**config.mk**
```make
export PLATFORM = sky130hd
export DESIGN_NAME = cfgchk_xsum
export DESIGN_NICKNAME = d
export VERILOG_FILES = /design/src/rtl/cfgchk_xsum.sv
export SDC_FILE = /design/constraint.sdc
export NUM_CORES = 1
export LEC_CHECK = 0
export ABC_CLOCK_PERIOD_IN_PS = 1400
export BUFFER_PORTS_ARGS = -buffer_cell sky130_fd_sc_hd__clkbuf_2
export CAP_MARGIN = 20
export CORE_MARGIN = 1.5
export CORE_UTILIZATION = 56
export DETAILED_ROUTE_END_ITERATION = 16
export PLACE_DENSITY_LB_ADDON = 0.25
export SLEW_MARGIN = 20
export SYNTH_ARGS = -nofsm -noshare
export SYNTH_HDL_FRONTEND = slang
export SYNTH_SLANG_ARGS = --single-unit
```
**constraint.sdc**
```tcl
create_clock -name clk -period 1.4 [get_ports clk]
set_input_delay 0.21 -clock clk [delete_from_list [all_inputs] [get_ports clk]]
set_output_delay 0.21 -clock clk [all_outputs]
set_load 0.02 [all_outputs]
```
**src/rtl/cfgchk_xsum.sv**
```systemverilog
module cfgchk_xsum #(
    parameter int BYTE_W = 8
) (
    input  logic clk,
    input  logic rst_n,
    input  logic clr,
    input  logic en,
    input  logic bit_in,
    output logic close_zero
);

    localparam int BC_W = $clog2(BYTE_W);

    typedef struct packed {
        logic [BYTE_W-1:0] sh;
        logic [BC_W-1:0]   bc;
        logic [BYTE_W-1:0] acc;
    } xs_t;

    xs_t st_d, st_q;
    logic [BYTE_W-1:0] byte_now;
    logic              byte_end;

    assign byte_now = {st_q.sh[BYTE_W-2:0], bit_in};
    assign byte_end = en && (st_q.bc == BC_W'(BYTE_W-1));

    always_comb begin
        st_d = st_q;
        if (clr) begin
            st_d = '0;
        end else if (en) begin
            st_d.sh = byte_now;
            st_d.bc = st_q.bc + 1'b1;
            if (byte_end) begin
                st_d.acc = st_q.acc ^ byte_now;
            end
        end
    end

    always_ff @(posedge clk) begin
        if (!rst_n) begin
            st_q <= '0;
        end else begin
            st_q <= st_d;
        end
    end

    assign close_zero = byte_end && ((st_q.acc ^ byte_now) == '0);

    // every frame starts counting bytes from a clean boundary
    a_r4_byte_count_clear: assert property (@(posedge clk) disable iff (!rst_n)
        clr |=> (st_q.bc == '0 && st_q.acc == '0));

endmodule

```
==> metrics.md <==
| Metric | Value |
|---|---|
| ANT nets after route | 0 |
| IR drop worst, VDD | 0.6647 mV |
| Die Width | ~41 um |
| Slew @ Worst Pin | around 660 ps |
| First-pass GRT wire length | ~2300 um |
| Net switching power | 191.4 uW |
| Max H-tree Level | 1 |
| Worst hold slack | between 150 and 200 ps |
| Syn_nets | 89 |
| Vias in the first global route | 568 |
| Final Wtd Congestion | roughly 0.72 |
| Worst-path clk slew | 100 ps |
| GRT Util Overall | 17.38% |
| R2R depth | 6 |
| Top-level port count | 6 |
| Largest net degree at the start of global routing | 19 |
| Residual DRC count | 0 |
| FMAX | between 0.6 and 0.7 GHz |
| Max-cap viol count | 0 |
| Deepest clock path buffer count | 2 |
| Final Cycle Share | 110.6% |
| FF-to-FF setup slack | between 100 and 150 ps |
| Core area | about 1300 um2 |
| # setup viols final | 1 |
| Reg power frac | about three fifths |
| Tot Pwr | slightly below 900 uW |
| Post-Syn Area | 825.8 um2 |
| Slew Limit Fails | 0 |
| Die H | a little over 40 um |
| Design area | roughly 930 um2 |
| Comb pwr share | just under 6% |
| Type of element launching the critical path | flip-flop |
| Synth-to-Final Area Change | 12.73% |
| Internal Power | 699.1 uW |
| Crit path DAT | ~1300 ps |
| CTS root buf | clkbuf_4 |
| Row count | 13 |
| Initial cell density of the core | 61.91% |
| Final Skew | between 0.8 and 0.9 ps |
| Hold Crit Class | input port to flip-flop |
| Share of power burned in the clock network | 35.9% |
| Area after DPL | between 800 and 900 um2 |
| WL/cell | 13.01 um |
| Dpl ws | around 74 ps |
| Vias/cell | between 5 and 6 |
| CP required | between 1000 and 1500 ps |
| Worst skew pair latency | slightly below 300 ps |
| 1st-iter DRT viols | 7 |
| Total wire length | between 1000 and 1500 um |
| Cells on Worst Hold Path | 3 |
| Cells after Synth | between 80 and 90 |
| Drt first pass iters | 3 |
| Area leader, netlist | dfxtp_1 |
| Buffers on Ports | 5 |
| TritonCTS Buffers | 3 |
| Fill count | approximately 110 |
| Grt total ovfl | 0 |
| Leak pwr | 0.0003506 uW |
| Mean Syn Cell Area | ~10 um2 |
| Via count | about 530 |
| Setup slack after layout | -148.8 ps |
| #FFs+latches synth | 18 |
| CTS tree | built |
| Synth unique cells | 13 |
| Switching share of total power | a little over a fifth |
| Non-filler cells, final | around 110 |
| Setup crit end kind | output pin |
| Post-DP HPWL | between 900 and 1000 um |
| Synth area leaders | dfxtp_1 (44%), mux2i_1 (11%), xnor2_1 (9.5%) |
| Die area | between 1500 and 2000 um2 |
| RSZ-0062 raised after global routing | true |
| Diodes inserted | 0 |
| Final Hold Viols | 0 |
| # clock sinks | 18 |
| Syn. warnings | 0 |
| Worst Path Max Fanout | 2 |
| Violated checks | negative setup slack |
| Cts-stage hold buffer count | 0 |
| Crit Path Class | flip-flop to output pin |
| Synth top area share | between 40% and 50% |
| Register area share after synthesis | 43.64% |
| Initial antenna violation count | 0 |
| Fraction of layout cells with a size suffix above 1 | approximately a quarter |
| Layout net count | 98 |
| Outcome | complete, but fails checks |
| Placed insts | 99 |
| Pwr/cell area | ~960 nW/um2 |
| Post-route minimum period | 1549 ps |
| Slew margin rel. | a little under three fifths |
[path summary, 6_finish.rpt]
path                            startpoint     endpoint
worst min register to register     st_q[3]      st_q[3]
worst max register to register     st_q[9]      st_q[1]
worst max-delay path               st_q[9]   close_zero
worst min-delay path                bit_in  byte_now[1]
[placed cells by master (no fill, tap or decap), drive strengths merged]
cell type	n
nor3	1
mux2i	9
nand2b	1
ha	2
nor2	18
dfxtp	18
xor2	8
buf	5
nand3	10
xnor2	9
clkbuf	8
nand4	1
[registers in the layout (all words and copies together), names as in the netlist]
register,count
st_q,11
byte_now,7
[Yosys cell counts]
cell / n
nor2_1: 18
nand2b_1: 1
xnor2_1: 9
buf_12: 1
nand4_1: 1
buf_6: 3
nand3_1: 10
xor2_1: 8
dfxtp_1: 18
buf_4: 1
nor3_2: 1
mux2i_1: 9
ha_1: 2
[power by group through the flow]
stage	Combinational [uW]	Sequential, uW	Clock, uW
3_5_place_dp	47.5	530	0
4_1_cts	50.3	518	331
3_3_place_gp	47.6	530	0
6_report	51.6	519	320
5_1_grt	58.2	519	344
2_1_floorplan	45.6	529	0
[layout make-up]
cell class                      count  area (um2)  area share, %
Timing Repair Buffer                9       70.07          7.527
Clock buffer                        4       36.28          3.898
Sequential cell                    18       364.1          39.11
Multi-Input combinational cell     59       441.7          47.45
Tap cell                           15       18.77          2.016
[kinds of logic (layout without fill, tap and decap cells)]
kind of cell	count (synthesis)	in the layout	synth area share [%]
buffers and inverters	5	13	7.424
adders and majority gates	2	2	3.030
and+or+nand+nor	31	31	16.97
DFF	18	18	43.64
xor gates and xnor gates	17	17	18.03
muxes	9	9	10.91
[repair_timing]
action	4_1_cts	5_1_grt
buffers inserted	1	1
endpoints found under the setup margin	1	3
pin swaps	0	2
resized for setup	4	7
endpoints found under the hold margin	0	0
[metrics by stage]
step | setup TNS (ps) | utilization, %
after floorplan | 0 | -
after global placement | 0 | 62.66
after detailed placement | 0 | 62.66
after CTS | -161.4 | 66.42
after global routing | -227.4 | 69.79
final | -148.8 | 69.79
[worst max-delay path, cell delays in order (launching register included)]
cell and delay, ps:
dfxtp_2 360, ha_4 140, ha_4 130, nand3_2 70, nor3_2 180, buf_4 160
[routing by layer]
layer  wire length [um]  part of all wire [%]  vias to the layer above  global-route usage [%]
met5                  0                     0                        -                       0
li1                   -                     -                      281                       -
met4                 38                   2.8                        0                   12.26
met2                652                    48                        5                   28.44
met1                650                    48                      243                   20.60
met3                 24                   1.8                        5                   2.609
(Power assumes the default switching activity.)
